==> src/rtl/tlb_pkg.sv <==
package tlb_pkg;

  typedef enum logic [1:0] {
    ACC_LOAD  = 2'b00,
    ACC_STORE = 2'b01,
    ACC_FETCH = 2'b10,
    ACC_RSVD  = 2'b11
  } acc_e;

  typedef struct packed {
    logic sup;
    logic rd;
    logic wr;
    logic ex;
  } perm_t;

endpackage

==> src/rtl/tlb_store.sv <==
module tlb_store
  import tlb_pkg::*;
#(
  parameter int SETS  = 4,
  parameter int WAYS  = 2,
  parameter int TAG_W = 18,
  parameter int PPN_W = 20
) (
  input  logic                              clk,
  input  logic                              rst_n,
  input  logic                              clr,
  input  logic                              wr_en,
  input  logic [$clog2(SETS)-1:0]           wr_set,
  input  logic [$clog2(WAYS)-1:0]           wr_way,
  input  logic [TAG_W-1:0]                  wr_tag,
  input  logic [PPN_W-1:0]                  wr_ppn,
  input  perm_t                             wr_perm,
  input  logic [$clog2(SETS)-1:0]           a_set,
  output logic [WAYS-1:0]                   a_vld,
  output logic [WAYS-1:0][TAG_W-1:0]        a_tag,
  output logic [WAYS-1:0][PPN_W-1:0]        a_ppn,
  output perm_t [WAYS-1:0]                  a_perm,
  input  logic [$clog2(SETS)-1:0]           b_set,
  output logic [WAYS-1:0]                   b_vld,
  output logic [WAYS-1:0][TAG_W-1:0]        b_tag
);

  logic [SETS-1:0][WAYS-1:0] vld_q;
  logic [TAG_W-1:0]          tag_q  [SETS][WAYS];
  logic [PPN_W-1:0]          ppn_q  [SETS][WAYS];
  perm_t                     perm_q [SETS][WAYS];

  // Valid bits carry reset; a clear beats a write in the same cycle.
  always_ff @(posedge clk or negedge rst_n) begin
    if (!rst_n) begin
      vld_q <= '0;
    end else if (clr) begin
      vld_q <= '0;
    end else if (wr_en) begin
      vld_q[wr_set][wr_way] <= 1'b1;
    end
  end

  // Payload needs no reset: it is only read behind a valid bit.
  always_ff @(posedge clk) begin
    if (wr_en && !clr) begin
      tag_q[wr_set][wr_way]  <= wr_tag;
      ppn_q[wr_set][wr_way]  <= wr_ppn;
      perm_q[wr_set][wr_way] <= wr_perm;
    end
  end

  for (genvar w = 0; w < WAYS; w++) begin : g_rd
    assign a_vld[w]  = vld_q[a_set][w];
    assign a_tag[w]  = tag_q[a_set][w];
    assign a_ppn[w]  = ppn_q[a_set][w];
    assign a_perm[w] = perm_q[a_set][w];
    assign b_vld[w]  = vld_q[b_set][w];
    assign b_tag[w]  = tag_q[b_set][w];
  end

  // a flush leaves nothing valid
  a_r11_flush_empties: assert property (@(posedge clk) disable iff (!rst_n)
    clr |=> (vld_q == '0));

  // an accepted fill lands in a valid line
  a_r4_fill_lands: assert property (@(posedge clk) disable iff (!rst_n)
    (wr_en && !clr) |=> vld_q[$past(wr_set)][$past(wr_way)]);

endmodule

==> src/rtl/tlb_match.sv <==
module tlb_match #(
  parameter int WAYS  = 2,
  parameter int TAG_W = 18
) (
  input  logic                        clk,
  input  logic                        rst_n,
  input  logic [WAYS-1:0]             vld,
  input  logic [WAYS-1:0][TAG_W-1:0]  tags,
  input  logic [TAG_W-1:0]            key,
  output logic [WAYS-1:0]             way_hit,
  output logic                        any_hit,
  output logic [$clog2(WAYS)-1:0]     hit_idx
);

  localparam int IDX_W = $clog2(WAYS);

  for (genvar w = 0; w < WAYS; w++) begin : g_cmp
    assign way_hit[w] = vld[w] && (tags[w] == key);
  end

  assign any_hit = |way_hit;

  always_comb begin
    hit_idx = '0;
    for (int w = 0; w < WAYS; w++) begin
      if (way_hit[w]) hit_idx = IDX_W'(w);
    end
  end

  // fill placement never leaves two lines with one tag in a set
  a_r4_single_match: assert property (@(posedge clk) disable iff (!rst_n)
    $onehot0(way_hit));

endmodule

==> src/rtl/tlb_repl.sv <==
module tlb_repl #(
  parameter int SETS = 4,
  parameter int WAYS = 2
) (
  input  logic                     clk,
  input  logic                     rst_n,
  input  logic                     touch_en,
  input  logic [$clog2(SETS)-1:0]  touch_set,
  input  logic [$clog2(WAYS)-1:0]  touch_way,
  input  logic                     fill_en,
  input  logic [$clog2(SETS)-1:0]  fill_set,
  input  logic [$clog2(WAYS)-1:0]  fill_way,
  input  logic [$clog2(SETS)-1:0]  q_set,
  output logic [$clog2(WAYS)-1:0]  victim
);

  localparam int SET_W = $clog2(SETS);
  localparam int IDX_W = $clog2(WAYS);

  logic [IDX_W-1:0] vic_q [SETS];

  if (WAYS == 2) begin : g_lru
    // One bit per set names the least recently used way.
    always_ff @(posedge clk or negedge rst_n) begin
      if (!rst_n) begin
        for (int s = 0; s < SETS; s++) vic_q[s] <= '0;
      end else begin
        for (int s = 0; s < SETS; s++) begin
          if (fill_en && (fill_set == SET_W'(s))) begin
            vic_q[s] <= ~fill_way;
          end else if (touch_en && (touch_set == SET_W'(s))) begin
            vic_q[s] <= ~touch_way;
          end
        end
      end
    end

    // the way just filled is not the next victim
    a_r6_fill_mru: assert property (@(posedge clk) disable iff (!rst_n)
      fill_en |=> (vic_q[$past(fill_set)] != $past(fill_way)));

    // a hit without a competing fill protects the hit way
    a_r6_hit_mru: assert property (@(posedge clk) disable iff (!rst_n)
      (touch_en && !(fill_en && (fill_set == touch_set)))
        |=> (vic_q[$past(touch_set)] != $past(touch_way)));
  end else begin : g_rr
    // Wider sets fall back to a per-set rotating pointer.
    always_ff @(posedge clk or negedge rst_n) begin
      if (!rst_n) begin
        for (int s = 0; s < SETS; s++) vic_q[s] <= '0;
      end else begin
        for (int s = 0; s < SETS; s++) begin
          if (fill_en && (fill_set == SET_W'(s))) begin
            vic_q[s] <= (fill_way == IDX_W'(WAYS - 1)) ? '0 : fill_way + 1'b1;
          end
        end
      end
    end
  end

  assign victim = vic_q[q_set];

endmodule

==> src/rtl/tlb_perm.sv <==
module tlb_perm
  import tlb_pkg::*;
(
  input  acc_e  acc,
  input  logic  user,
  input  perm_t perm,
  output logic  fault
);

  logic granted;

  always_comb begin
    unique case (acc)
      ACC_STORE: granted = perm.wr;
      ACC_FETCH: granted = perm.ex;
      default:   granted = perm.rd;
    endcase
    fault = !granted || (user && perm.sup);
  end

endmodule

==> src/rtl/tlb_xlate.sv <==
module tlb_xlate
  import tlb_pkg::*;
#(
  parameter int VA_W  = 32,
  parameter int OFS_W = 12,
  parameter int PPN_W = 20,
  parameter int SETS  = 4,
  parameter int WAYS  = 2
) (
  input  logic                    clk,
  input  logic                    rst_n,
  input  logic                    flush,
  input  logic                    req_valid,
  input  logic [VA_W-1:0]         req_va,
  input  logic [1:0]              req_acc,
  input  logic                    req_user,
  output logic                    rsp_hit,
  output logic                    rsp_fault,
  output logic [PPN_W+OFS_W-1:0]  rsp_pa,
  input  logic                    fill_valid,
  output logic                    fill_ready,
  input  logic [VA_W-OFS_W-1:0]   fill_vpn,
  input  logic [PPN_W-1:0]        fill_ppn,
  input  logic                    fill_sup,
  input  logic                    fill_rd,
  input  logic                    fill_wr,
  input  logic                    fill_ex
);

  localparam int VPN_W = VA_W - OFS_W;
  localparam int SET_W = $clog2(SETS);
  localparam int TAG_W = VPN_W - SET_W;
  localparam int IDX_W = $clog2(WAYS);
  localparam int PA_W  = PPN_W + OFS_W;

  // Request-side decode
  logic [VPN_W-1:0] lk_vpn;
  logic [SET_W-1:0] lk_set;
  logic [TAG_W-1:0] lk_tag;
  assign lk_vpn = req_va[VA_W-1:OFS_W];
  assign lk_set = lk_vpn[SET_W-1:0];
  assign lk_tag = lk_vpn[VPN_W-1:SET_W];

  // Fill-side decode and handshake
  logic [SET_W-1:0] fl_set;
  logic [TAG_W-1:0] fl_tag;
  logic             fill_fire;
  perm_t            fl_perm;
  assign fl_set     = fill_vpn[SET_W-1:0];
  assign fl_tag     = fill_vpn[VPN_W-1:SET_W];
  assign fill_ready = !flush;
  assign fill_fire  = fill_valid && fill_ready;
  assign fl_perm    = '{sup: fill_sup, rd: fill_rd, wr: fill_wr, ex: fill_ex};

  logic [WAYS-1:0]             lk_vld, fl_vld;
  logic [WAYS-1:0][TAG_W-1:0]  lk_tags, fl_tags;
  logic [WAYS-1:0][PPN_W-1:0]  lk_ppns;
  perm_t [WAYS-1:0]            lk_perms;
  logic [IDX_W-1:0]            fl_way;

  tlb_store #(.SETS(SETS), .WAYS(WAYS), .TAG_W(TAG_W), .PPN_W(PPN_W)) u_store (
    .clk     (clk),
    .rst_n   (rst_n),
    .clr     (flush),
    .wr_en   (fill_fire),
    .wr_set  (fl_set),
    .wr_way  (fl_way),
    .wr_tag  (fl_tag),
    .wr_ppn  (fill_ppn),
    .wr_perm (fl_perm),
    .a_set   (lk_set),
    .a_vld   (lk_vld),
    .a_tag   (lk_tags),
    .a_ppn   (lk_ppns),
    .a_perm  (lk_perms),
    .b_set   (fl_set),
    .b_vld   (fl_vld),
    .b_tag   (fl_tags)
  );

  // Way compare for the lookup
  logic [WAYS-1:0]  lk_way_hit;
  logic             lk_any;
  logic [IDX_W-1:0] lk_idx;

  tlb_match #(.WAYS(WAYS), .TAG_W(TAG_W)) u_match_lk (
    .clk     (clk),
    .rst_n   (rst_n),
    .vld     (lk_vld),
    .tags    (lk_tags),
    .key     (lk_tag),
    .way_hit (lk_way_hit),
    .any_hit (lk_any),
    .hit_idx (lk_idx)
  );

  // Way compare for the fill: a page already present is rewritten in place
  logic [WAYS-1:0]  fl_way_hit;
  logic             fl_any;
  logic [IDX_W-1:0] fl_idx;

  tlb_match #(.WAYS(WAYS), .TAG_W(TAG_W)) u_match_fl (
    .clk     (clk),
    .rst_n   (rst_n),
    .vld     (fl_vld),
    .tags    (fl_tags),
    .key     (fl_tag),
    .way_hit (fl_way_hit),
    .any_hit (fl_any),
    .hit_idx (fl_idx)
  );

  // Lowest-numbered invalid way of the fill set
  logic             fl_has_free;
  logic [IDX_W-1:0] fl_free;
  always_comb begin
    fl_has_free = 1'b0;
    fl_free     = '0;
    for (int w = WAYS - 1; w >= 0; w--) begin
      if (!fl_vld[w]) begin
        fl_has_free = 1'b1;
        fl_free     = IDX_W'(w);
      end
    end
  end

  logic             lk_hit;
  logic [IDX_W-1:0] lru_way;

  tlb_repl #(.SETS(SETS), .WAYS(WAYS)) u_repl (
    .clk       (clk),
    .rst_n     (rst_n),
    .touch_en  (lk_hit),
    .touch_set (lk_set),
    .touch_way (lk_idx),
    .fill_en   (fill_fire),
    .fill_set  (fl_set),
    .fill_way  (fl_way),
    .q_set     (fl_set),
    .victim    (lru_way)
  );

  // Placement order: existing line, then free way, then LRU victim
  assign fl_way = fl_any ? fl_idx : (fl_has_free ? fl_free : lru_way);

  // Hit qualification: a page being filled this cycle, or a flush, reads as a miss
  logic same_page;
  assign same_page = fill_fire && (fill_vpn == lk_vpn);
  assign lk_hit    = req_valid && lk_any && !flush && !same_page;

  logic perm_fault;
  tlb_perm u_perm (
    .acc   (acc_e'(req_acc)),
    .user  (req_user),
    .perm  (lk_perms[lk_idx]),
    .fault (perm_fault)
  );

  assign rsp_hit   = lk_hit;
  assign rsp_fault = lk_hit && perm_fault;
  assign rsp_pa    = (lk_hit && !perm_fault) ? {lk_ppns[lk_idx], req_va[OFS_W-1:0]} : '0;

  // a fault always comes with a hit and withholds the address
  a_r9_fault_with_hit: assert property (@(posedge clk) disable iff (!rst_n)
    rsp_fault |-> rsp_hit);
  a_r9_fault_no_pa: assert property (@(posedge clk) disable iff (!rst_n)
    rsp_fault |-> (rsp_pa == '0));

  // no request, no response
  a_r12_idle_quiet: assert property (@(posedge clk) disable iff (!rst_n)
    !req_valid |-> (!rsp_hit && !rsp_fault && (rsp_pa == '0)));

  // a page in flight through the fill port is not seen by the lookup
  a_r10_fill_race_miss: assert property (@(posedge clk) disable iff (!rst_n)
    (fill_valid && fill_ready && (fill_vpn == req_va[VA_W-1:OFS_W])) |-> !rsp_hit);

  // a lookup in the flush cycle misses, and the cycle after finds nothing
  a_r11_flush_miss: assert property (@(posedge clk) disable iff (!rst_n)
    flush |-> (!rsp_hit && !fill_ready));
  a_r1_after_flush_miss: assert property (@(posedge clk) disable iff (!rst_n)
    flush |=> !rsp_hit);

  // a granted translation keeps the page offset
  a_r3_offset_kept: assert property (@(posedge clk) disable iff (!rst_n)
    (rsp_hit && !rsp_fault) |-> (rsp_pa[OFS_W-1:0] == req_va[OFS_W-1:0]));

endmodule

==> config.mk <==
export PLATFORM = sky130hd
export DESIGN_NAME = tlb_xlate
export DESIGN_NICKNAME = d
export VERILOG_FILES = /design/src/rtl/tlb_pkg.sv /design/src/rtl/tlb_store.sv /design/src/rtl/tlb_match.sv /design/src/rtl/tlb_repl.sv /design/src/rtl/tlb_perm.sv /design/src/rtl/tlb_xlate.sv
export SDC_FILE = /design/constraint.sdc
export NUM_CORES = 1
export LEC_CHECK = 0
export BUFFER_PORTS_ARGS = -buffer_cell sky130_fd_sc_hd__buf_2
export CORE_ASPECT_RATIO = 2
export CORE_UTILIZATION = 54
export DETAILED_ROUTE_END_ITERATION = 10
export PLACE_DENSITY = 0.86
export REMOVE_ABC_BUFFERS = 1
export SLEW_MARGIN = 20
export SYNTH_ARGS = -nofsm -noshare
export SYNTH_HDL_FRONTEND = slang
export SYNTH_SLANG_ARGS = --single-unit
==> constraint.sdc <==
create_clock -name clk -period 4.55 [get_ports clk]
set_clock_uncertainty 0.05 [all_clocks]
set_input_delay 0.91 -clock clk [delete_from_list [all_inputs] [get_ports clk]]
set_output_delay 0.91 -clock clk [all_outputs]
set_load 0.01 [all_outputs]
==> metrics.md, run 1 <==
| Metric | Value |
|---|---|
| DR vias | 9856 |
| First-pass GRT wire length | 61500 microns |
| Multi-input logic area | 5410 sq um |
| Initial Util | 0.547 |
| RSZ-0062 raised after global routing | true |
| TritonRoute pass-1 iters | 8 |
| Worst-path maximum fanout | 11 |
| Fillers | 1732 |
| Syn_area_per_cell | 18.4 sq um |
| Pwr/cell area | 348 nW/um^2 |
| Detailed placer's ending HPWL | 26600 microns |
| Initial DRC Count | 985 |
| Max-cap violation count | 0 |
| Clock sinks | 348 |
| Core footprint | 28700 sq um |
| Crit path launch type | input port |
| Register area share after synthesis | 0.661 |
| # H-tree levels | 1 |
| Post-Syn Instances | 857 |
| DR vias/cell | 6.79 |
| Min Clock Period, post-route | 4.88 ns |
| Most frequent cells in the layout | edfxtp_1 (336), buf_2 (116), mux4_2 (110) |
| Slew headroom | 0.456 |
| Hold_ws | 0.165 ns |
| Worst Path Class, Setup | in2out |
| Remaining antenna violation count | 0 |
| Fin. Hold Viols | 0 |
| Asr flop ratio synth | 0.0345 |
| Fmax | 205 MHz |
| HP Class | in2async |
| Post-route cell area | 19100 sq um |
| Cell Count, Final, Fillers Out | 1451 |
| WL/cell | 30.4 microns |
| Power, Total | 6.63 mW |
| Cell Rows | 88 |
| Final setup violation count | 34 |
| Netlist cell types | 51 |
| Setup TNS | -8.11 ns |
| Failing checks | setup timing |
| Worst-path clk slew | 0.07 ns |
| CP required | 3.59 ns |
| Worst-case clock buffer depth | 3 |
| Die Ht | 243 microns |
| Storage element area | 10400 sq um |
| Post-synth EDFFs | 336 |
| Crit. End Element | primary output |
| Mapped Area | 15700 sq um |
| Final #Nets | 1155 |
| Final WS setup | -0.332 ns |
| Final worst path period share | 1.07 |
| Initial antenna violation count | 3 |
| Count of final max-slew check failures | 0 |
| Synth Register Bits | 348 |
| Post-DP Area | 17400 sq um |
| Congestion Overflow GR | 0 |
| Tot GR Track Use | 0.290 |
| Top Ports | 119 |
| Worst-margin pin slew | 0.814 ns |
| Number of remaining DRC errors | 0 |
| Area Overhead vs Synth | 21.3% |
| Placement Setup Slack | -0.517 ns |
| CTS tree | done |
| Total Routed Length | 44100 microns |
| Die X | 123 microns |
| CTS Hold Bufs | 0 |
| Commonest non-fill, non-tap cell in the layout | edfxtp_1 |
| Largest net degree at the start of global routing | 44 |
| LEAKAGE | 6.43 nW |
| CTS Root Cell | clkbuf_16 |
| Most used DFF post-synth | edfxtp_1 |
| Vias in the first global route | 10.0k |
| Synth warn | 0 |
| Layout cells sized above 1 | 0.424 |
| Port Buf Inserts | 118 |
| Status | finished, violations left |
| Die area | 29900 sq um |
| Maximum vdd drop | 0.399 mV |
| Worst-Skew Late Latency | 0.57 ns |
| Placed insts | 1357 |
| Arr. time, crit path | 3.92 ns |
| Gpl congestion | 0.937 |
| CTS Buf Count | 27 |
| Final core utilization | 0.664 |
-- critical path: stages --
cell and delay (ns):
buf_12 0.10, buf_12 0.12, buf_12 0.12, buf_4 0.11, mux4_2 0.50, xnor2_1 0.21
nand4_1 0.17, o21bai_4 0.24, nor4_4 0.27, buf_4 0.19, buf_12 0.16, nand4_1 0.23
a211oi_4 0.38, buf_2 0.19
-- cell families (layout without fill, tap and decap cells) --
| logic type | Yosys count | after routing | share of synthesized area |
|---|---|---|---|
| other cells | 0 | 2 | 0 |
| fa+ha+maj | 2 | 2 | 0.00159 |
| xor+xnor | 103 | 103 | 0.0574 |
| mux | 137 | 137 | 0.175 |
| flops | 348 | 348 | 0.661 |
| compound gates | 80 | 80 | 0.0416 |
| simple gates | 126 | 126 | 0.0454 |
| buf+inv | 61 | 293 | 0.0186 |
-- cell usage after synthesis, types with 4 or more instances --
master,count,area share
buf_2,18,0.0057
o2bb2ai_1,4,0.0022
buf_1,7,0.0017
buf_4,7,0.0033
dfrtp_1,12,0.019
inv_1,4,0.00095
mux4_2,110,0.16
nor2_1,11,0.0026
o22ai_1,7,0.0028
xnor2_1,45,0.025
a211oi_2,20,0.016
a31o_2,4,0.0022
edfxtp_1,336,0.64
a211oi_1,5,0.0024
nand3_1,27,0.0086
nor4_1,13,0.0052
nand4_1,31,0.012
mux2i_1,26,0.017
nor3_1,5,0.0016
nand2_1,18,0.0043
nor2b_1,6,0.0024
o21ai_0,6,0.0019
a21oi_1,18,0.0057
a21o_1,4,0.0019
clkbuf_1,22,0.0053
xor2_1,58,0.032
-- area by class of cell --
class | instances | share of cell area
diodes | 2 | 0.000262
clock buffers | 33 | 0.0366
inverters | 5 | 0.000984
repair buffers | 239 | 0.102
multi-input cells | 448 | 0.284
flip-flops and latches | 348 | 0.545
well taps | 360 | 0.0236
clock inverters | 16 | 0.00885
-- registers in the layout, summed over array words and instances (netlist names) --
name            cells
u_store.vld_q       8
u_store.tag_q     144
u_store.ppn_q     160
u_repl.vic_q        4
u_store.perm_q     32
-- per-layer routing --
| metal | up-vias | wire length [microns] | track usage |
|---|---|---|---|
| li1 | 3948 | - | - |
| met1 | 5041 | 13500 | 0.311 |
| met2 | 670 | 24300 | 0.507 |
| met3 | 195 | 3030 | 0.0424 |
| met4 | 2 | 3270 | 0.214 |
| met5 | - | 13 | 0 |
-- report_power, final --
part           internal (mW)  switching, mW  total, mW
Clock                   1.27           1.10       2.37
Combinational          0.297          0.387      0.683
Sequential              3.56         0.0182       3.57
-- worst paths after layout --
path,cells past startpoint,startpoint,slack [ns],to
hold reg to reg,1,u_store.vld_q[2],0.47,u_store.vld_q[2]
hold / removal,1,rst_n,0.16,u_store.vld_q[5]
max in group asynchronous,1,rst_n,4.06,u_store.vld_q[6]
setup / recovery,14,req_va[12],-0.33,rsp_pa[28]
min in group clk,1,u_store.vld_q[2],0.47,u_store.vld_q[2]
setup reg to reg,23,u_store.tag_q[3][27],0.51,u_repl.vic_q[3]
-- what timing repair did --
action | in CTS | in global routing
endpoints found under the setup margin | 34 | 38
cloned | 1 | 4
resized for setup | 40 | 36
buffers inserted | 30 | 12
pin swaps | 13 | 15
No activity file was read; power rests on OpenSTA's default activity.
==> run 2, diff against run 1 <==
- BUFFER_PORTS_ARGS: -buffer_cell sky130_fd_sc_hd__buf_2 -> default
- CORE_UTILIZATION: 54 -> 57
- DONT_BUFFER_PORTS: default -> 1
- PLACE_DENSITY: 0.86 -> 0.85
==> metrics.md, run 2 (synthesis results as in run 1) <==
| Metric | Value |
|---|---|
| Status | finished, violations left (unchanged) |
| Failing checks | setup timing (unchanged) |
| Critical path's largest stage delay | 0.60 ns (was 0.50 ns) |
| CP required | 3.59 ns (about the same) |
| Post-DP Area | 16600 sq um (was 17400 sq um) |
| Initial Util | 0.582 (was 0.547) |
| Core footprint | 27000 sq um (was 28700 sq um) |
| Storage element area | 10400 sq um (unchanged) |
| Most used cell, CP | buf_6 (was buf_12) |
| Biggest regs | u_store.ppn_q: 160 flops, u_store.tag_q: 144 flops, u_store.perm_q: 32 flops (unchanged) |
| Inserted Diodes | 0 (was 2) |
| Commonest non-fill, non-tap cell in the layout | edfxtp_1 (unchanged) |
| Worst r2r src | u_store.tag_q[3][26] (was u_store.tag_q[3][27]) |
| Clock sinks | 348 (unchanged) |
| Hold_ws | 0.383 ns (was 0.165 ns) |
| Crit path launch type | input port (unchanged) |
| CP delay by family, top | simple AND/OR/NAND/NOR gates (was buffers and inverters) |
| Multi-input logic area | 5360 sq um (was 5410 sq um) |
| Maximum vdd drop | 0.307 mV (was 0.399 mV) |
| Worst-path clk slew | 0.07 ns (about the same) |
| CTS tree | done (unchanged) |
| Worst-Skew Late Latency | 0.57 ns (about the same) |
| Arr. time, crit path | 3.62 ns (was 3.92 ns) |
| Final core utilization | 0.660 (was 0.664) |
| Worst-margin pin slew | 1.05 ns (was 0.814 ns) |
| R2R setup slack | 1.12 ns (was 0.51 ns) |
| Vias in the first global route | 9371 (was 10.0k) |
| Initial DRC Count | 843 (was 985) |
| Cell Rows | 85 (was 88) |
| Port Buf Inserts | 0 (was 118) |
| Reg with most FFs | u_store.ppn_q (unchanged) |
| Most frequent cells in the layout | edfxtp_1 (336), mux4_2 (110), xor2_1 (58) (was edfxtp_1 (336), buf_2 (116), mux4_2 (110)) |
| Final #Nets | 980 (was 1155) |
| Pwr/cell area | 365 nW/um^2 (was 348 nW/um^2) |
| Cell Count, Final, Fillers Out | 1265 (was 1451) |
| Die area | 28300 sq um (was 29900 sq um) |
| Area Overhead vs Synth | 13.4% (was 21.3%) |
| Layout cells sized above 1 | 0.291 (was 0.424) |
| Buf/Inv on CP | 4 (was 7) |
| Congestion Overflow GR | 0 (unchanged) |
| CP Cell Sequence | mux4_2, xnor2_2, nand4_1, or4_4, nor4_4, buf_6, buf_6, nand3_4, buf_6, a21oi_2, buf_4 (was buf_12, buf_12, buf_12, buf_4, mux4_2, xnor2_1, nand4_1, o21bai_4, nor4_4, buf_4, buf_12, nand4_1, a211oi_4, buf_2) |
| Total Routed Length | 38600 microns (was 44100 microns) |
| Placed insts | 1205 (was 1357) |
| Hold Crit Depth | 0 |
| Worst reg-to-reg path cell count | 9 (was 23) |
| HP Start | fill_vpn[5] |
| Number of flip-flops in the largest register | 160 (unchanged) |
| CTS Root Cell | clkbuf_16 (unchanged) |
| CTS Buf Count | 30 (was 27) |
| Final WS setup | -0.0257 ns (was -0.332 ns) |
| Gpl congestion | 0.891 (was 0.937) |
| Hold Path End | u_store.tag_q[2][3] |
| First-pass GRT wire length | 56400 microns (was 61500 microns) |
| Crit. End Element | primary output (unchanged) |
| WL/cell | 30.5 microns (was 30.4 microns) |
| DR vias/cell | 6.89 (was 6.79) |
| Fmax | 219 MHz (was 205 MHz) |
| Initial antenna violation count | 0 (was 3) |
| Slew headroom | 0.301 (was 0.456) |
| Max-cap violation count | 0 (unchanged) |
| Remaining antenna violation count | 0 (unchanged) |
| Post-route cell area | 17800 sq um (was 19100 sq um) |
| Setup TNS | -0.0342 ns (was -8.11 ns) |
| Tot GR Track Use | 0.274 (was 0.290) |
| Fillers | 1766 (was 1732) |
| # H-tree levels | 1 (unchanged) |
| Detailed placer's ending HPWL | 24100 microns (was 26600 microns) |
| Die Ht | 237 microns (was 243 microns) |
| Count of final max-slew check failures | 0 (unchanged) |
| RSZ-0062 raised after global routing | true (unchanged) |
| Final setup violation count | 3 (was 34) |
| Largest net degree at the start of global routing | 107 (was 44) |
| Fin. Hold Viols | 0 (unchanged) |
| RR Endpoint | u_store.ppn_q[2][32] (was u_repl.vic_q[3]) |
| Worst-path maximum fanout | 91 (was 11) |
| Min Clock Period, post-route | 4.58 ns (was 4.88 ns) |
| Top Ports | 119 (unchanged) |
| Worst-case clock buffer depth | 3 (unchanged) |
| Number of remaining DRC errors | 0 (unchanged) |
| Worst path slowest cell | or4_4 (was mux4_2) |
| Die X | 119 microns (was 123 microns) |
| Worst Path Class, Setup | in2out (unchanged) |
| HP Class | in2reg (was in2async) |
| DR vias | 8719 (was 9856) |
| TritonRoute pass-1 iters | 6 (was 8) |
| Final worst path period share | 1.01 (was 1.07) |
| LEAKAGE | 5.58 nW (was 6.43 nW) |
run 2: through the flow:
step | power [mW] | worst slack, ns
floorplan | 3.91 | -1.30
global placement | 4.02 | 0.0230
detailed placement | 4.03 | -0.00846
CTS | 6.51 | 0.0236
global route | 6.66 | -0.0757
finish | 6.51 | -0.0257
run 2: how the worst max path moves through the flow:
stage | start | depth (start not counted) | slack, ns | to
after detailed placement | req_va[12] | 8 | -0.008 | rsp_fault
after CTS | u_store.tag_q[3][10] | 10 | 0.02 | rsp_pa[31]
after global placement | req_va[12] | 8 | 0.02 | rsp_fault
final | req_va[12] | 11 | -0.03 | rsp_pa[6]
after global routing | u_store.tag_q[3][11] | 11 | -0.08 | rsp_pa[6]
after floorplan | req_va[12] | 7 | -1.30 | rsp_fault
run 2: timing repair:
item                                    CTS  global route
pin swaps                                 1            17
hold endpoints to repair                 12             0
resized for setup                         4            38
buffers inserted                          0             1
endpoints found under the setup margin   15            33
cloned                                    1             2
hold buffers                              1             0
run 2: layout make-up:
cell class                      count  area share
Timing Repair Buffer               61      0.0373
Clock inverter                     16     0.00856
Inverter                            5     0.00105
Sequential cell                   348       0.583
Multi-Input combinational cell    448       0.301
Tap cell                          348      0.0244
Clock buffer                       39      0.0452
run 2: metal layers:
layer,GRT usage,routed length (microns),up-vias
met5,0,0,-
met1,0.292,11900,4505
met2,0.480,21100,482
met3,0.0508,2560,149
li1,-,-,3583
met4,0.198,2960,0
run 2: power by group:
group | leakage (nW) | internal, mW | switching, mW
Combinational | 1.92 | 0.213 | 0.209
Sequential | 3.20 | 3.56 | 0.0159
Clock | 0.465 | 1.41 | 1.10
==> run 3, diff against run 2 <==
- CELL_PAD_IN_SITES_DETAIL_PLACEMENT: default -> 0
- CELL_PAD_IN_SITES_GLOBAL_PLACEMENT: default -> 1
- CORE_UTILIZATION: 57 -> 50
- PLACE_DENSITY: 0.85 -> 0.86
==> metrics.md, run 3 (synthesis results as in run 1) <==
| Metric | Value |
|---|---|
| CTS Root Cell | clkbuf_16 (unchanged) |
| Die area | 32200 sq um (was 28300 sq um) |
| Final #Nets | 982 (was 980) |
| Final WS setup | -0.0840 ns (was -0.0257 ns) |
| Top Ports | 119 (unchanged) |
| Number of remaining DRC errors | 0 (unchanged) |
| DR vias/cell | 6.33 (was 6.89) |
| Initial Util | 0.510 (was 0.582) |
| Worst-Skew Late Latency | 0.57 ns (about the same) |
| First-pass GRT wire length | 57100 microns (was 56400 microns) |
| Post-route cell area | 17800 sq um (about the same) |
| Max-cap violation count | 0 (unchanged) |
| Largest net degree at the start of global routing | 107 (unchanged) |
| Die X | 127 microns (was 119 microns) |
| Commonest non-fill, non-tap cell in the layout | edfxtp_1 (unchanged) |
| Failing checks | setup timing (unchanged) |
| Remaining antenna violation count | 0 (unchanged) |
| Vias in the first global route | 9110 (was 9371) |
| Die Ht | 253 microns (was 237 microns) |
| Logic gate share of total power | 0.064 (was 0.065) |
| Placement Setup Slack | -0.119 ns (was -0.00846 ns) |
| Final setup violation count | 20 (was 3) |
| Most frequent cells in the layout | edfxtp_1 (336), mux4_2 (110), xor2_1 (58) (unchanged) |
| Pwr/cell area | 357 nW/um^2 (was 365 nW/um^2) |
| Cell Count, Final, Fillers Out | 1336 (was 1265) |
| Port Buf Inserts | 0 (unchanged) |
| Clk pwr share | 0.373 (was 0.386) |
| DR vias | 8457 (was 8719) |
| Register share of total power | 0.563 (was 0.549) |
| HP Class | in2reg (unchanged) |
| Psw | 1.35 mW (was 1.33 mW) |
| Arr. time, crit path | 3.67 ns (was 3.62 ns) |
| Final worst path period share | 1.02 (was 1.01) |
| RSZ-0062 raised after global routing | true (unchanged) |
| CP required | 3.59 ns (about the same) |
| Number of flip-flops in the largest register | 160 (unchanged) |
| Count of final max-slew check failures | 0 (unchanged) |
| Worst-margin pin slew | 1.12 ns (was 1.05 ns) |
| Reg with most FFs | u_store.ppn_q (unchanged) |
| Initial DRC Count | 735 (was 843) |
| Slew headroom | 0.253 (was 0.301) |
| Min Clock Period, post-route | 4.63 ns (was 4.58 ns) |
| Fillers | 2265 (was 1766) |
| Setup crit end | rsp_pa[16] (was rsp_pa[6]) |
| Congestion Overflow GR | 0 (unchanged) |
| TritonRoute pass-1 iters | 5 (was 6) |
| Worst r2r src | u_store.tag_q[3][23] (was u_store.tag_q[3][26]) |
| RR Endpoint | u_store.tag_q[3][31] (was u_store.ppn_q[2][32]) |
| Fmax | 216 MHz (was 219 MHz) |
| Fin. Hold Viols | 0 (unchanged) |
| Crit path launch type | input port (unchanged) |
| Detailed placer's ending HPWL | 25100 microns (was 24100 microns) |
| CTS tree | done (unchanged) |
| Post-DP Area | 16700 sq um (was 16600 sq um) |
| Worst reg-to-reg path cell count | 10 (was 9) |
| Initial antenna violation count | 0 (unchanged) |
| # H-tree levels | 1 (unchanged) |
| Final core utilization | 0.576 (was 0.660) |
| Maximum vdd drop | 0.297 mV (was 0.307 mV) |
| Worst-path maximum fanout | 91 (unchanged) |
| Gpl congestion | 0.822 (was 0.891) |
| Power, Total | 6.35 mW (was 6.51 mW) |
| WL/cell | 29.1 microns (was 30.5 microns) |
| Clock sinks | 348 (unchanged) |
| Worst-case clock buffer depth | 3 (unchanged) |
| Layout cells sized above 1 | 0.291 (about the same) |
| CTS Buf Count | 29 (was 30) |
| Cell-internal power | 5.00 mW (was 5.19 mW) |
| Critical Path Start | req_va[12] (unchanged) |
| Inserted Diodes | 0 (unchanged) |
| Tot GR Track Use | 0.248 (was 0.274) |
| Status | finished, violations left (unchanged) |
| Total Routed Length | 38900 microns (was 38600 microns) |
| Placed insts | 1279 (was 1205) |
| Crit. End Element | primary output (unchanged) |
| Biggest regs | u_store.ppn_q: 160 flops, u_store.tag_q: 144 flops, u_store.perm_q: 32 flops (unchanged) |
| LEAKAGE | 5.56 nW (was 5.58 nW) |
| Cell Rows | 91 (was 85) |
| Worst-path clk slew | 0.07 ns (about the same) |
| R2R setup slack | 0.54 ns (was 1.12 ns) |
| Core footprint | 30900 sq um (was 27000 sq um) |
| Worst Path Class, Setup | in2out (unchanged) |
| Area Overhead vs Synth | 13.1% (was 13.4%) |
| Switching share of total power | 0.213 (was 0.204) |
-- run 3: routing by layer --
metal | GRT usage | wire (microns) | vias up
li1 | - | - | 3601
met1 | 0.262 | 12600 | 4438
met2 | 0.464 | 22000 | 323
met3 | 0.0344 | 2080 | 95
met4 | 0.141 | 2220 | 0
met5 | 0 | 0 | -
-- run 3: how the worst min path moves through the flow --
stage / startpoint / to / slack, ns / cells after the start
2_1_floorplan: u_store.vld_q[1] / u_store.vld_q[1] / 0.41 / 1
3_3_place_gp: u_store.vld_q[7] / u_store.vld_q[7] / 0.43 / 1
3_5_place_dp: u_store.vld_q[1] / u_store.vld_q[1] / 0.44 / 1
4_1_cts: fill_ppn[19] / u_store.ppn_q[0][39] / 0.36 / 0
5_1_grt: fill_ppn[17] / u_store.ppn_q[3][37] / 0.36 / 0
6_report: fill_ppn[17] / u_store.ppn_q[3][37] / 0.38 / 0
-- run 3: what timing repair did --
item	in CTS	in global routing
buffers inserted	1	1
resized for setup	6	20
hold endpoints to repair	12	0
endpoints found under the setup margin	33	33
pin swaps	3	10
hold buffers	1	0
gates cloned	0	1
-- run 3: metrics by stage --
stage,setup TNS [ns],hold WS [ns]
after floorplan,-96.29,0.409
after global placement,-1.30,0.435
after detailed placement,-1.82,0.441
after CTS,-0.0212,0.355
after global routing,-1.60,0.360
final,-1.44,0.376
-- run 3: power groups by stage --
stage | logic (mW) | clock network (mW) | registers, mW
detailed placement | 0.390 | 0 | 3.64
global route | 0.425 | 2.50 | 3.58
global placement | 0.386 | 0 | 3.64
finish | 0.407 | 2.37 | 3.57
CTS | 0.400 | 2.40 | 3.57
floorplan | 0.268 | 0 | 3.64
-- run 3: worst max-delay path: stages --
cell	delay, ns
mux4_2	0.58
xnor2_2	0.16
o2111ai_2	0.13
or4_4	0.58
nor4_4	0.29
buf_6	0.18
mux2i_4	0.29
buf_12	0.18
buf_12	0.15
a211oi_2	0.06
-- run 3: cell type report --
| class | count | area (sq um) | area share |
|---|---|---|---|
| multi-input combinational | 448 | 5290 | 0.297 |
| inverter | 5 | 18.8 | 0.00106 |
| timing repair buffer | 64 | 682 | 0.0383 |
| clock inverter | 23 | 156 | 0.00879 |
| clock buffer | 30 | 729 | 0.0410 |
| tap | 418 | 523 | 0.0294 |
| sequential | 348 | 10400 | 0.584 |
